[config.mk]
export PLATFORM = sky130hd
export DESIGN_NAME = ofs_load_ctl
export DESIGN_NICKNAME = d
export VERILOG_FILES = /design/src/rtl/ofs_ctl_pkg.sv /design/src/rtl/ofs_seq_ptr.sv /design/src/rtl/ofs_reg_bank.sv /design/src/rtl/ofs_readback.sv /design/src/rtl/ofs_load_ctl.sv
export SDC_FILE = /design/constraint.sdc
export NUM_CORES = 1
export LEC_CHECK = 0
export CAP_MARGIN = 20
export CORE_ASPECT_RATIO = 2
export CORE_MARGIN = 2
export CORE_UTILIZATION = 30
export DETAILED_ROUTE_END_ITERATION = 6
export PLACE_DENSITY_LB_ADDON = 0.08
export SLEW_MARGIN = 5
export SYNTH_ARGS = -nofsm -noshare
export SYNTH_HDL_FRONTEND = slang
export SYNTH_SLANG_ARGS = --single-unit
[constraint.sdc]
create_clock -name clk -period 1.9 [get_ports clk]
set_input_delay 0.475 -clock clk [delete_from_list [all_inputs] [get_ports clk]]
set_output_delay 0.475 -clock clk [all_outputs]
set_load 0.01 [all_outputs]
[src/rtl/ofs_ctl_pkg.sv]
package ofs_ctl_pkg;

   typedef enum logic {
      SEL_EMPTY = 1'b0,
      SEL_FULL  = 1'b1
   } ofs_sel_e;

   function automatic int unsigned depth_default(input int unsigned depth);
      if (depth == 256) return 31;
      else if (depth == 512) return 63;
      else return 127;
   endfunction

endpackage

[src/rtl/ofs_seq_ptr.sv]
module ofs_seq_ptr
   import ofs_ctl_pkg::*;
(
   input  logic     clk,
   input  logic     rst_n,
   input  logic     adv,
   output ofs_sel_e sel
);

   always_ff @(posedge clk or negedge rst_n) begin
      if (!rst_n)
         sel <= SEL_EMPTY;
      else if (adv)
         sel <= (sel == SEL_EMPTY) ? SEL_FULL : SEL_EMPTY;
   end

   // each access moves the pointer to the other register
   assert_ptr_step_R8: assert property (@(posedge clk) disable iff (!rst_n)
      adv |=> sel != $past(sel));
   // with no access the pointer keeps its place
   assert_ptr_hold_R5: assert property (@(posedge clk) disable iff (!rst_n)
      !adv |=> $stable(sel));

endmodule

[src/rtl/ofs_reg_bank.sv]
module ofs_reg_bank
   import ofs_ctl_pkg::*;
#(
   parameter int unsigned OFS_W = 12,
   parameter logic [OFS_W-1:0] DEF_OFS = '0
) (
   input  logic             clk,
   input  logic             rst_n,
   input  logic             load,
   input  ofs_sel_e         sel,
   input  logic [OFS_W-1:0] din_ofs,
   output logic [OFS_W-1:0] empty_q,
   output logic [OFS_W-1:0] full_q
);

   localparam int unsigned N_REG = 2;

   logic [OFS_W-1:0] bank [N_REG];

   for (genvar g = 0; g < N_REG; g++) begin : g_reg
      always_ff @(posedge clk or negedge rst_n) begin
         if (!rst_n)
            bank[g] <= DEF_OFS;
         else if (load && (int'(sel) == g))
            bank[g] <= din_ofs;
      end
   end

   assign empty_q = bank[int'(SEL_EMPTY)];
   assign full_q  = bank[int'(SEL_FULL)];

   // a load lands in the register the pointer named
   assert_load_empty_R3: assert property (@(posedge clk) disable iff (!rst_n)
      (load && sel == SEL_EMPTY) |=> empty_q == $past(din_ofs));
   assert_load_full_R3: assert property (@(posedge clk) disable iff (!rst_n)
      (load && sel == SEL_FULL) |=> full_q == $past(din_ofs));
   // without a load both offsets hold
   assert_ofs_hold_R11: assert property (@(posedge clk) disable iff (!rst_n)
      !load |=> ($stable(empty_q) && $stable(full_q)));

endmodule

[src/rtl/ofs_readback.sv]
module ofs_readback
   import ofs_ctl_pkg::*;
#(
   parameter int unsigned OFS_W  = 12,
   parameter int unsigned DATA_W = 18
) (
   input  logic              clk,
   input  logic              rst_n,
   input  logic              fire,
   input  ofs_sel_e          sel,
   input  logic [OFS_W-1:0]  empty_q,
   input  logic [OFS_W-1:0]  full_q,
   output logic [DATA_W-1:0] rd_data,
   output logic              rd_vld
);

   logic [OFS_W-1:0]  pick;
   logic [DATA_W-1:0] wide;

   assign pick = (sel == SEL_FULL) ? full_q : empty_q;

   if (DATA_W > OFS_W) begin : g_pad
      assign wide = {{(DATA_W - OFS_W){1'b0}}, pick};
   end else begin : g_flat
      assign wide = pick;
   end

   always_ff @(posedge clk or negedge rst_n) begin
      if (!rst_n) begin
         rd_data <= '0;
         rd_vld  <= 1'b0;
      end else begin
         rd_vld <= fire;
         if (fire)
            rd_data <= wide;
      end
   end

   // readback data is the register selected at the access edge
   assert_rdbk_val_R7: assert property (@(posedge clk) disable iff (!rst_n)
      fire |=> (rd_vld && rd_data[OFS_W-1:0] == $past(pick)));
   // no readback, no valid, data held
   assert_rdbk_idle_R11: assert property (@(posedge clk) disable iff (!rst_n)
      !fire |=> (!rd_vld && $stable(rd_data)));

endmodule

[src/rtl/ofs_load_ctl.sv]
module ofs_load_ctl
   import ofs_ctl_pkg::*;
#(
   parameter int unsigned DEPTH  = 256,
   parameter int unsigned OFS_W  = 12,
   parameter int unsigned DATA_W = 18
) (
   input  logic              clk,
   input  logic              rst_n,
   input  logic              prog_sel_n,
   input  logic              wr_req_n,
   input  logic              rd_req_n,
   input  logic [OFS_W-1:0]  din,
   output logic              mem_wr_en,
   output logic              mem_rd_en,
   output logic [OFS_W-1:0]  empty_ofs,
   output logic [OFS_W-1:0]  full_ofs,
   output logic [DATA_W-1:0] rd_data,
   output logic              rd_vld
);

   localparam int unsigned DEF_INT = depth_default(DEPTH);
   localparam logic [OFS_W-1:0] DEF_OFS = OFS_W'(DEF_INT);

   if (OFS_W < 7 || OFS_W > 32) begin : g_bad_ofs_w
      $error("OFS_W must lie in 7..32");
   end
   if (DATA_W < OFS_W) begin : g_bad_data_w
      $error("DATA_W must be at least OFS_W");
   end
   if (DEPTH < 2 * (DEF_INT + 1)) begin : g_bad_depth
      $error("DEPTH too small for its default offset");
   end

   logic     load_fire;
   logic     rdbk_fire;
   ofs_sel_e sel;

   assign load_fire = !prog_sel_n && !wr_req_n;
   assign rdbk_fire = !prog_sel_n && !rd_req_n;
   assign mem_wr_en = prog_sel_n && !wr_req_n;
   assign mem_rd_en = prog_sel_n && !rd_req_n;

   ofs_seq_ptr u_ptr (
      .clk   (clk),
      .rst_n (rst_n),
      .adv   (load_fire || rdbk_fire),
      .sel   (sel)
   );

   ofs_reg_bank #(
      .OFS_W   (OFS_W),
      .DEF_OFS (DEF_OFS)
   ) u_bank (
      .clk     (clk),
      .rst_n   (rst_n),
      .load    (load_fire),
      .sel     (sel),
      .din_ofs (din),
      .empty_q (empty_ofs),
      .full_q  (full_ofs)
   );

   ofs_readback #(
      .OFS_W  (OFS_W),
      .DATA_W (DATA_W)
   ) u_rdbk (
      .clk     (clk),
      .rst_n   (rst_n),
      .fire    (rdbk_fire),
      .sel     (sel),
      .empty_q (empty_ofs),
      .full_q  (full_ofs),
      .rd_data (rd_data),
      .rd_vld  (rd_vld)
   );

   // offset traffic never reaches the FIFO memory
   assert_mem_gate_R9: assert property (@(posedge clk) disable iff (!rst_n)
      (load_fire || rdbk_fire) |-> !(mem_wr_en || mem_rd_en));
   // a same-edge load leaves the readback with the pre-write value
   assert_collide_R10: assert property (@(posedge clk) disable iff (!rst_n)
      (load_fire && rdbk_fire && sel == SEL_EMPTY) |=>
         rd_data[OFS_W-1:0] == $past(empty_ofs));

endmodule

Word level (Yosys, flattened, before mapping)
Cells that the tools add are included.
W data, S select, Z words.

cells by class
  bitwise logic cells = 1
  mux-type cells = 2
  reductions and logical operators = 10

operator list
  kind                 count
  $mux W12             1
  $logic_and A1 B1 Y1  6
  $logic_not A1 Y1     3
  $logic_or A1 B1 Y1   1
  $mux W1              1
  $not A1 Y1           1

word-level totals
  output and inout port bits = 45
  bits of input ports = 17
  bits in registers = 38

Longest topological paths before layout
Gate-level depths: netlist of the first run.

  depth after elaboration = 3
  depth in mapped cells = 4
  mapped depth without buffers = 2

Modules after synthesis
A second synthesis of the first run with hierarchy kept.

unflattened totals
  cell total of the unflattened synthesis = 118
  area, all modules = 1644.1 µm²

modules (own cells, without submodules)
  module        seq. area each (µm²)  area an instance (µm²)  times used  cells each
  ofs_reg_bank  613.1                 965.9                   1           52
  ofs_readback  325.3                 619.3                   1           59
  ofs_seq_ptr   25.0                  33.8                    1           2
  ofs_load_ctl  0.0                   25.0                    1           5

Least setup slack after synthesis of the first run
No wires, ideal clock.

  path type = in2out
  start point = in prog_sel_n
  end point = out mem_rd_en
  setup slack = 384 ps
  stages = 3
  required time = 1425 ps
  arrival time = 1041 ps
  cell sequence = buf_6 -> clkbuf_1 -> nor2b_1

between the ends
  word-level cells in the longest chain between the ends = 1

RTL lines
  item                 RTL line            source
  start: declaration   ofs_load_ctl.sv:10  input logic prog_sel_n,
  $logic_and A1 B1 Y1  ofs_load_ctl.sv:42  assign mem_rd_en = prog_sel_n && !rd_req_n;
  end: declaration     ofs_load_ctl.sv:15  output logic mem_rd_en,

No other way between the ends.

Worst setup path in the final report of the first run
  start point = reg u_bank.bank (netlist bit u_bank.empty_q[1])
  end point = out empty_ofs[1]

RTL lines
  item                              RTL line            source
  start: declaration                ofs_reg_bank.sv:18  logic [OFS_W-1:0] bank [N_REG];
  start signal: indexed assignment  ofs_reg_bank.sv:25  bank[g] <= din_ofs;
  end: declaration                  ofs_load_ctl.sv:16  output logic [OFS_W-1:0] empty_ofs,

No word-level cell between the ends.

==> summary.md, run 1 <==
| Metric | Value |
|---|---|
| Post-Synth Adder-Cell Area | `0%` |
| Syn-to-layout area delta | `42.9%` |
| Synth Warn # | `0` |
| Post-synth cell types | `18` |
| Reg2Reg Setup Slack | `0.57 ns` |
| Leakage | `1.01 nW` |
| CP Capture Type | `output port` |
| Die area | `0.00618 mm2` |
| Hold Buf Count CTS | `0` |
| PnR Total Power | `0.00389 W` |
| Die width | `56.6 um` |
| Clock Skew | `0.0103 ns` |
| Worst hold slack | `0.143 ns` |
| HP Class | `in2async` |
| Final worst path period share | `96.8%` |
| Largest vdd supply drop | `0.910 mV` |
| CP max FO | `3` |
| Cells after DPL | `239` |
| Initial Util | `30.9%` |
| Routed Antenna Nets | `0` |
| Post-synthesis mux area share | `23.5%` |
| Worst path max stage delay | `0.55 ns` |
| Filler cell count | `550` |
| Detailed Route Iter0 Violations | `13` |
| Residual DRC | `0` |
| RSZ-0062 raised after global routing | `false` |
| Drt wl/cell | `15.9 um` |
| Xor and xnor fraction of the mapped netlist area | `0.528%` |
| Gr usage total | `13.2%` |
| Clk slew on worst S/H paths | `0.08 ns` |
| Sequential area share after synthesis | `58.1%` |
| Setup bufs post-CTS | `0` |
| PD cells | `1640 mW/mm2` |
| Most frequent cell after synthesis | `dfrtp_1` |
| Main synth FF type | `dfrtp_1` |
| # IOs | `62` |
| Async SR Flop Fraction | `100%` |
| Via/cell ratio | `4.77` |
| Max Root-Sink Buffers | `2` |
| Core area | `0.00537 mm2` |
| Router iterations before antenna repair | `4` |
| Setup-failing EPs final | `0` |
| Flops & latches, synth | `38` |
| Syn_area_per_cell | `13.7 um2` |
| R2R cell count | `3` |
| Largest family of logic cells by synthesized area | `multiplexers` |
| Kind of critical path | `reg2out` |
| Vias | `1178` |
| Post-Synth Simple-Gate Area | `3.24%` |
| CTS tree | `built` |
| Fin crit period | `1.84 ns` |
| Max Slew Vio Count | `0` |
| TritonCTS buffer count | `5` |
| Origin of the critical flop-to-flop path | `u_ptr.sel` |
| Top delay family on crit path | `flip-flops` |
| First-pass GRT wire length | `6200 um` |
| Max cap viols | `0` |
| Worst path bufs/invs | `1` |
| CP startpoint kind | `flip-flop` |
| Post-Syn Area | `0.00166 mm2` |
| IO buf count | `55` |
| CTS HTree Levels | `2` |
| Status | `complete, no violations` |
| Gpl congestion | `0.687` |
| Nets@finish | `203` |
| Worst skew pair latency | `0.28 ns` |
| # diodes | `0` |
| Share of post-route cells with drive strength above 1 | `28.9%` |
| Critical R2R Capture | `u_bank.full_q[9]` |
| Sink Count | `38` |
| Top post-synthesis cells by area | `dfrtp_1, mux2_2, dfstp_2, mux2i_1, o21ai_0` |
| Final design instance area without fill | `0.00237 mm2` |
| CP required | `1.42 ns` |
| Cells along the critical path | `clkdlybuf4s50_1` |
| Number of global-route vias before repair | `1298` |
| Yosys top cell area share | `42.2%` |
| Syn Inst Count | `121` |
| Final Hold Fails | `0` |
| # rows | `38` |
| Crit-path slowest cell | `dfstp_2` |
| Final WL | `3920 um` |
| Fmax | `544 MHz` |
| Die Y | `109 um` |
| Largest net degree at the start of global routing | `21` |
| Top cells by count, synth | `dfrtp_1, mux2_2, o21ai_0, mux2i_1, dfstp_2` |
| HPWL after DPL | `2900 um` |
| Clk root buf | `clkbuf_8` |
| Total gr overflow | `0` |
| Cell taking the most area after synthesis | `dfrtp_1` |
| Initial antenna violation count | `0` |
| Post-synthesis compound-gate area fraction | `7.54%` |
| Non-Filler Instances | `247` |
| Post-synth EDFFs | `0` |
| CP arrival | `1.36 ns` |
| DP Area | `0.00229 mm2` |
-- placed cells by master (no fill, tap or decap) --
cell | synthesis | final
buf_12 | 0 | 1
nor2b_1 | 2 | 2
or2_1 | 1 | 1
inv_1 | 1 | 1
buf_4 | 7 | 11
mux2_2 | 24 | 24
a21oi_1 | 1 | 1
clkbuf_8 | 0 | 5
o21ai_1 | 2 | 2
nor3b_4 | 1 | 1
buf_2 | 1 | 1
conb_1 | 1 | 6
nor3_4 | 1 | 1
mux2i_1 | 12 | 12
dfrtp_1 | 28 | 28
xor2_1 | 1 | 1
dfstp_2 | 10 | 10
dlymetal6s2s_1 | 0 | 1
dlygate4sd2_1 | 0 | 2
o21ai_0 | 22 | 22
clkbuf_1 | 2 | 3
clkdlybuf4s50_1 | 0 | 51
-- worst max-delay path by stage --
stage | from | endpoint | slack (ns) | depth (start not counted)
2_1_floorplan | prog_sel_n | mem_rd_en | 0.38 | 3
3_3_place_gp | prog_sel_n | mem_wr_en | -0.22 | 3
3_5_place_dp | prog_sel_n | mem_wr_en | -0.26 | 3
4_1_cts | prog_sel_n | mem_wr_en | 0.02 | 3
5_1_grt | u_bank.full_q[0] | full_ofs[0] | 0.02 | 1
6_report | u_bank.empty_q[1] | empty_ofs[1] | 0.06 | 1
-- per-layer routing --
metal  vias up  global-route usage (%)  routed length (um)
met5         -                       0                   0
met4         0                    6.97                  80
met3         6                    2.61                 159
met2        39                    24.3                2190
met1       595                    13.7                1490
li1        538                       -                   -
-- through the flow --
stage | utilization [%] | setup WS, ns | setup TNS [ns]
after detailed placement | 42.6 | -0.258 | -2.96
after CTS | 44.1 | 0.0155 | 0
after global placement | 42.6 | -0.221 | -1.75
after floorplan | - | 0.384 | 0
after global routing | 44.1 | 0.0157 | 0
final | 44.1 | 0.0611 | 0
-- power by group --
group	switching, W	internal [W]
combinational	0.000691	0.00111
clock	0.000259	0.000261
sequential	0.000274	0.00129
-- registers in the layout, summed over array words and instances (netlist names) --
signal,count
u_rdbk.rd_data,12
u_rdbk.rd_vld,1
u_bank.empty_q,12
u_ptr.sel,1
u_bank.full_q,12
-- area by class of cell --
class | count | area, um2 | area share [%]
clock buffer | 8 | 80.1 | 3.38
tap | 60 | 75.1 | 3.17
inverter | 1 | 3.75 | 0.158
sequential | 38 | 963 | 40.6
timing repair buffer | 67 | 648 | 27.3
multi-input combinational | 73 | 601 | 25.3
-- logic make-up (layout without fill, tap and decap cells) --
kind of cell    Yosys count  after routing
compound gates           25             25
xor+xnor                  1              1
buf+inv                  15             76
flops                    38             38
mux                      36             36
other cells               1              6
simple gates              5              5
-- what timing repair did --
item	CTS	global route
endpoints found under the hold margin	0	0
gates resized for setup	2	1
endpoints found under the setup margin	2	2
No activity file was read; power rests on OpenSTA's default activity.
==> run 2: changes to the inputs <==
--- a/config.mk
+++ b/config.mk
@@ -11,6 +11,7 @@
 export CORE_UTILIZATION = 30
 export DETAILED_ROUTE_END_ITERATION = 6
 export PLACE_DENSITY_LB_ADDON = 0.08
+export SKIP_CTS_REPAIR_TIMING = 1
 export SLEW_MARGIN = 5
 export SYNTH_ARGS = -nofsm -noshare
 export SYNTH_HDL_FRONTEND = slang
==> run 2 against run 1 <==
Combinational power barely moved. Maximum frequency barely moved. Critical path depth did not move. Largest cell class unchanged. Sequential share of layout area fell by 0.13 points. Highest routed layer unchanged. Core utilization rose by 0.14 points. Sequential power barely moved. Worst setup slack improved by 0.0016 ns.
==> summary.md, run 2 (synthesized netlist as in run 1, its figures left out) <==
| Metric | Value |
|---|---|
| CP max FO | `3` |
| CP required | `1.42 ns` |
| Final worst path period share | `96.7%` |
| Clk root buf | `clkbuf_8` |
| Leakage | `1.03 nW` |
| Grt met3 use | `2.61%` |
| Final Hold Fails | `0` |
| Status | `complete, no violations` |
| HPWL after DPL | `2900 um` |
| Worst skew pair latency | `0.28 ns` |
| TritonCTS buffer count | `5` |
| Largest vdd supply drop | `0.909 mV` |
| Met2 usage | `24.3%` |
| IO buf count | `55` |
| Max Slew Vio Count | `0` |
| Max Root-Sink Buffers | `2` |
| Die area | `0.00618 mm2` |
| GR Layer Usage met1 | `13.7%` |
| CP startpoint kind | `flip-flop` |
| Detailed Route Iter0 Violations | `12` |
| Drt wl/cell | `15.9 um` |
| Kind of critical path | `reg2out` |
| Util after Layout | `44.3%` |
| # rows | `38` |
| Core area | `0.00537 mm2` |
| Clock Skew | `0.00917 ns` |
| Initial antenna violation count | `0` |
| Router iterations before antenna repair | `4` |
| Final design instance area without fill | `0.00238 mm2` |
| Via/cell ratio | `4.77` |
| Fin crit period | `1.84 ns` |
| GR peak layer | `met2` |
| Clk slew on worst S/H paths | `0.07 ns` |
| Top delay family on crit path | `flip-flops` |
| Crit-path slowest cell | `dfstp_2` |
| CTS tree | `built` |
| CP Capture Type | `output port` |
| Gr usage total | `13.2%` |
| HP Class | `in2async` |
| Initial Util | `30.9%` |
| PD cells | `1630 mW/mm2` |
| Total gr overflow | `0` |
| Number of global-route vias before repair | `1298` |
| Worst path max stage delay | `0.55 ns` |
| Commonest non-fill, non-tap cell in the layout | `clkdlybuf4s50_1` |
| Die Y | `109 um` |
| Syn-to-layout area delta | `43.4%` |
| CTS HTree Levels | `2` |
| Commonest non-fill, non-tap cells in the layout | `clkdlybuf4s50_1, dfrtp_1, mux2_2, o21ai_0, mux2i_1` |
| Share of post-route cells with drive strength above 1 | `28.9%` |
| Fmax | `544 MHz` |
| Gpl congestion | `0.687` |
| Total negative slack | `0 ns` |
| Cells along the critical path | `clkdlybuf4s50_1` |
| CP arrival | `1.36 ns` |
| Vias | `1177` |
| Residual DRC | `0` |
| Sink Count | `38` |
| Max cap viols | `0` |
| Nets@finish | `203` |
| DP Area | `0.00229 mm2` |
| Die width | `56.6 um` |
| Worst path bufs/invs | `1` |
| First-pass GRT wire length | `6200 um` |
| # diodes | `0` |
| Routed Antenna Nets | `0` |
| # IOs | `62` |
| RSZ-0062 raised after global routing | `false` |
| Final WL | `3930 um` |
| Setup-failing EPs final | `0` |
| Largest net degree at the start of global routing | `21` |
-- run 2: where the power goes --
part           switching, W  total (W)  internal, W
Clock              0.000257   0.000517     0.000261
Sequential         0.000274    0.00157      0.00129
Combinational      0.000690    0.00180      0.00111
-- run 2: final cells by class --
type / count / area, um2
fill: 548 / 2990
sequential: 38 / 963
timing repair buffer: 67 / 656
multi-input combinational: 73 / 601
clock buffer: 8 / 80.1
tap: 60 / 75.1
inverter: 1 / 3.75
-- run 2: routing by layer --
layer	vias up	wire length [um]
met4	0	80
met3	6	156
met2	40	2200
met5	-	0
met1	593	1490
li1	538	-
-- run 2: final timing paths --
check	startpoint	end	slack, ns	cells after the start
setup / recovery	u_bank.empty_q[1]	empty_ofs[1]	0.06	1
hold / removal	rst_n	u_rdbk.rd_data[5]	0.14	1
setup reg to reg	u_ptr.sel	u_bank.full_q[9]	0.57	3
hold reg to reg	u_rdbk.rd_data[0]	u_rdbk.rd_data[0]	0.51	2
max in group asynchronous	rst_n	u_bank.full_q[2]	1.21	2
min in group clk	u_rdbk.rd_data[0]	u_rdbk.rd_data[0]	0.51	2
-- run 2: per-stage QoR --
stage	power (W)	hold slack, ns	instances	setup WS [ns]
6_report	0.00389	0.145	247	0.0627
5_1_grt	0.00414	0.160	247	0.0157
4_1_cts	0.00397	0.142	247	-0.261
3_5_place_dp	0.00343	0.455	239	-0.258
3_3_place_gp	0.00338	0.449	239	-0.221
2_1_floorplan	0.00240	0.179	126	0.384
==> run 3: changes to the inputs <==
--- a/config.mk
+++ b/config.mk
@@ -6,6 +6,8 @@
 export NUM_CORES = 1
 export LEC_CHECK = 0
 export CAP_MARGIN = 20
+export CELL_PAD_IN_SITES_DETAIL_PLACEMENT = 1
+export CELL_PAD_IN_SITES_GLOBAL_PLACEMENT = 2
 export CORE_ASPECT_RATIO = 2
 export CORE_MARGIN = 2
 export CORE_UTILIZATION = 30
@@ -15,4 +17,5 @@
 export SLEW_MARGIN = 5
 export SYNTH_ARGS = -nofsm -noshare
 export SYNTH_HDL_FRONTEND = slang
+export SYNTH_HIERARCHICAL = 1
 export SYNTH_SLANG_ARGS = --single-unit
==> run 3 against run 2 <==
Via count is 2.0% lower. Clock power is 29% higher. Sequential share of layout area is 0.77 points lower. Critical path depth stayed put. Critical endpoint unchanged. Largest power group unchanged. Highest routed layer unchanged.
==> summary.md, run 3 <==
| Metric | Value |
|---|---|
| RSZ-0062 raised after global routing | `false` |
| Router iterations before antenna repair | `3` |
| IO buf count | `55` |
| Fin crit period | `1.85 ns` |
| CP required | `1.42 ns` |
| # IOs | `62` |
| Final WL | `4080 um` |
| Commonest non-fill, non-tap cells in the layout | `clkdlybuf4s50_1, dfrtp_1, mux2_2, nor2_1, a21oi_1` |
| Cells along the critical path | `clkdlybuf4s50_1` |
| Initial antenna violation count | `0` |
| Leakage | `1.12 nW` |
| Final setup margin | `0.0502 ns` |
| Drt wl/cell | `16.4 um` |
| Max Root-Sink Buffers | `2` |
| Yosys top cell area share | `42.6%` |
| Status | `complete, no violations` |
| Setup-failing EPs final | `0` |
| Max cap viols | `0` |
| Worst path bufs/invs | `1` |
| Nets@finish | `204` |
| # rows | `38` |
| Crit-path slowest cell | `dfstp_2` |
| Sequential area share after synthesis | `58.6%` |
| Non-Filler Instances | `248` |
| CTS HTree Levels | `2` |
| Gr usage total | `14.7%` |
| HPWL after DPL | `3090 um` |
| Worst skew pair latency | `0.29 ns` |
| CP Capture Type | `output port` |
| Worst path max stage delay | `0.56 ns` |
| Fmax | `541 MHz` |
| Top post-synthesis cells by area | `dfrtp_1, dfstp_2, mux2_2, mux2_4, mux2i_1` |
| Die width | `56.3 um` |
| Cells after DPL | `240` |
| Most frequent cell after synthesis | `dfrtp_1` |
| Kind of critical path | `reg2out` |
| Sink Count | `38` |
| Die Y | `109 um` |
| Syn-to-layout area delta | `47.5%` |
| Vias | `1154` |
| Commonest non-fill, non-tap cell in the layout | `clkdlybuf4s50_1` |
| R2R cell count | `3` |
| Flops & latches, synth | `38` |
| CTS tree | `built` |
| HP Class | `in2async` |
| Syn Inst Count | `118` |
| Die area | `0.00612 mm2` |
| Multi-input combinational cell area | `612 um2` |
| Post-Syn Area | `0.00164 mm2` |
| Total gr overflow | `0` |
| Filler cell count | `571` |
| Final worst path period share | `97.4%` |
| CP max FO | `3` |
| Clock Skew | `0.00592 ns` |
| Detailed Route Iter0 Violations | `9` |
| Post-synth EDFFs | `0` |
| Largest vdd supply drop | `0.752 mV` |
| Slew margin rel. | `64.0%` |
| Cell taking the most area after synthesis | `dfrtp_1` |
| Share of post-route cells with drive strength above 1 | `31.4%` |
| Initial Util | `30.6%` |
| First-pass GRT wire length | `6800 um` |
| Clk slew on worst S/H paths | `0.07 ns` |
| Final Hold Fails | `0` |
| CP startpoint kind | `flip-flop` |
| Core area | `0.00537 mm2` |
| Async SR Flop Fraction | `100%` |
| Critical R2R Capture | `u_bank/empty_q[9]` |
| Post-synth cell types | `17` |
| # diodes | `0` |
| Residual DRC | `0` |
| Gpl congestion | `0.706` |
| Origin of the critical flop-to-flop path | `u_ptr/sel` |
| CP arrival | `1.37 ns` |
| Place WS | `-0.240 ns` |
| Number of global-route vias before repair | `1312` |
| Main synth FF type | `dfrtp_1` |
| Worst-Margin Slew | `0.540 ns` |
| Register Area | `963 um2` |
| Routed Antenna Nets | `0` |
| Top cells by count, synth | `dfrtp_1, mux2_2, nor2_1, a21oi_1, mux2i_1` |
| Synth Warn # | `6` |
| Via/cell ratio | `4.65` |
| Max Slew Vio Count | `0` |
| Top delay family on crit path | `flip-flops` |
| Clk root buf | `clkbuf_8` |
| PD cells | `1700 mW/mm2` |
| Reg2Reg Setup Slack | `0.70 ns` |
| Largest net degree at the start of global routing | `26` |
| TritonCTS buffer count | `5` |
| Syn_area_per_cell | `13.9 um2` |
## run 3: layer usage
layer  GRT usage [%]  routed length [um]
met5               0                   0
met2            25.6                2270
met4            7.31                  89
met3            3.68                 219
met1            16.6                1500
## run 3: how the worst max path moves through the flow
| stage | start | end | slack [ns] | cells past startpoint |
|---|---|---|---|---|
| 2_1_floorplan | wr_req_n | u_bank/empty_q[10] | 0.49 | 4 |
| 3_3_place_gp | prog_sel_n | mem_rd_en | -0.21 | 3 |
| 3_5_place_dp | prog_sel_n | mem_rd_en | -0.24 | 3 |
| 4_1_cts | prog_sel_n | mem_rd_en | -0.25 | 3 |
| 5_1_grt | u_bank/empty_q[3] | empty_ofs[3] | 0.002 | 1 |
| 6_report | u_bank/empty_q[1] | empty_ofs[1] | 0.05 | 1 |
## run 3: cell families (layout without fill, tap and decap cells)
family                    after synthesis  after routing  share of synthesized area (%)
buffers and inverters                  11             76                           5.48
other                                   1              6                          0.228
and+or+nand+nor                        18             18                           5.17
xor gates and xnor gates                1              1                          0.533
muxes                                  36             36                           26.0
DFF                                    38             38                           58.6
AOI/OAI and AO/OA                      13             13                           3.96
## run 3: final cells by class
| type | instances | area share, % |
|---|---|---|
| sequential | 38 | 39.7 |
| timing repair buffer | 68 | 27.5 |
| multi-input combinational | 74 | 25.2 |
| tap | 60 | 3.10 |
| clock buffer | 5 | 2.84 |
| clock inverter | 3 | 1.65 |
## run 3: report_power, final
| part | switching (W) | total, W | internal, W |
|---|---|---|---|
| combinational | 0.000698 | 0.00187 | 0.00117 |
| clock | 0.000282 | 0.000669 | 0.000386 |
| sequential | 0.000307 | 0.00159 | 0.00129 |
| total | 0.00129 | 0.00413 | 0.00284 |
## run 3: stage by stage
stage / util, % / setup TNS, ns / area [um2] / power (W) / hold slack, ns
after CTS: 44.9 / -0.484 / 2410 / 0.00422 / 0.173
after detailed placement: 42.9 / -2.55 / 2310 / 0.00352 / 0.493
after floorplan: - / 0 / 1660 / 0.00245 / 0.179
final: 45.1 / 0 / 2420 / 0.00413 / 0.161
after global routing: 45.1 / 0 / 2420 / 0.00440 / 0.198
after global placement: 42.9 / -1.72 / 2310 / 0.00346 / 0.477
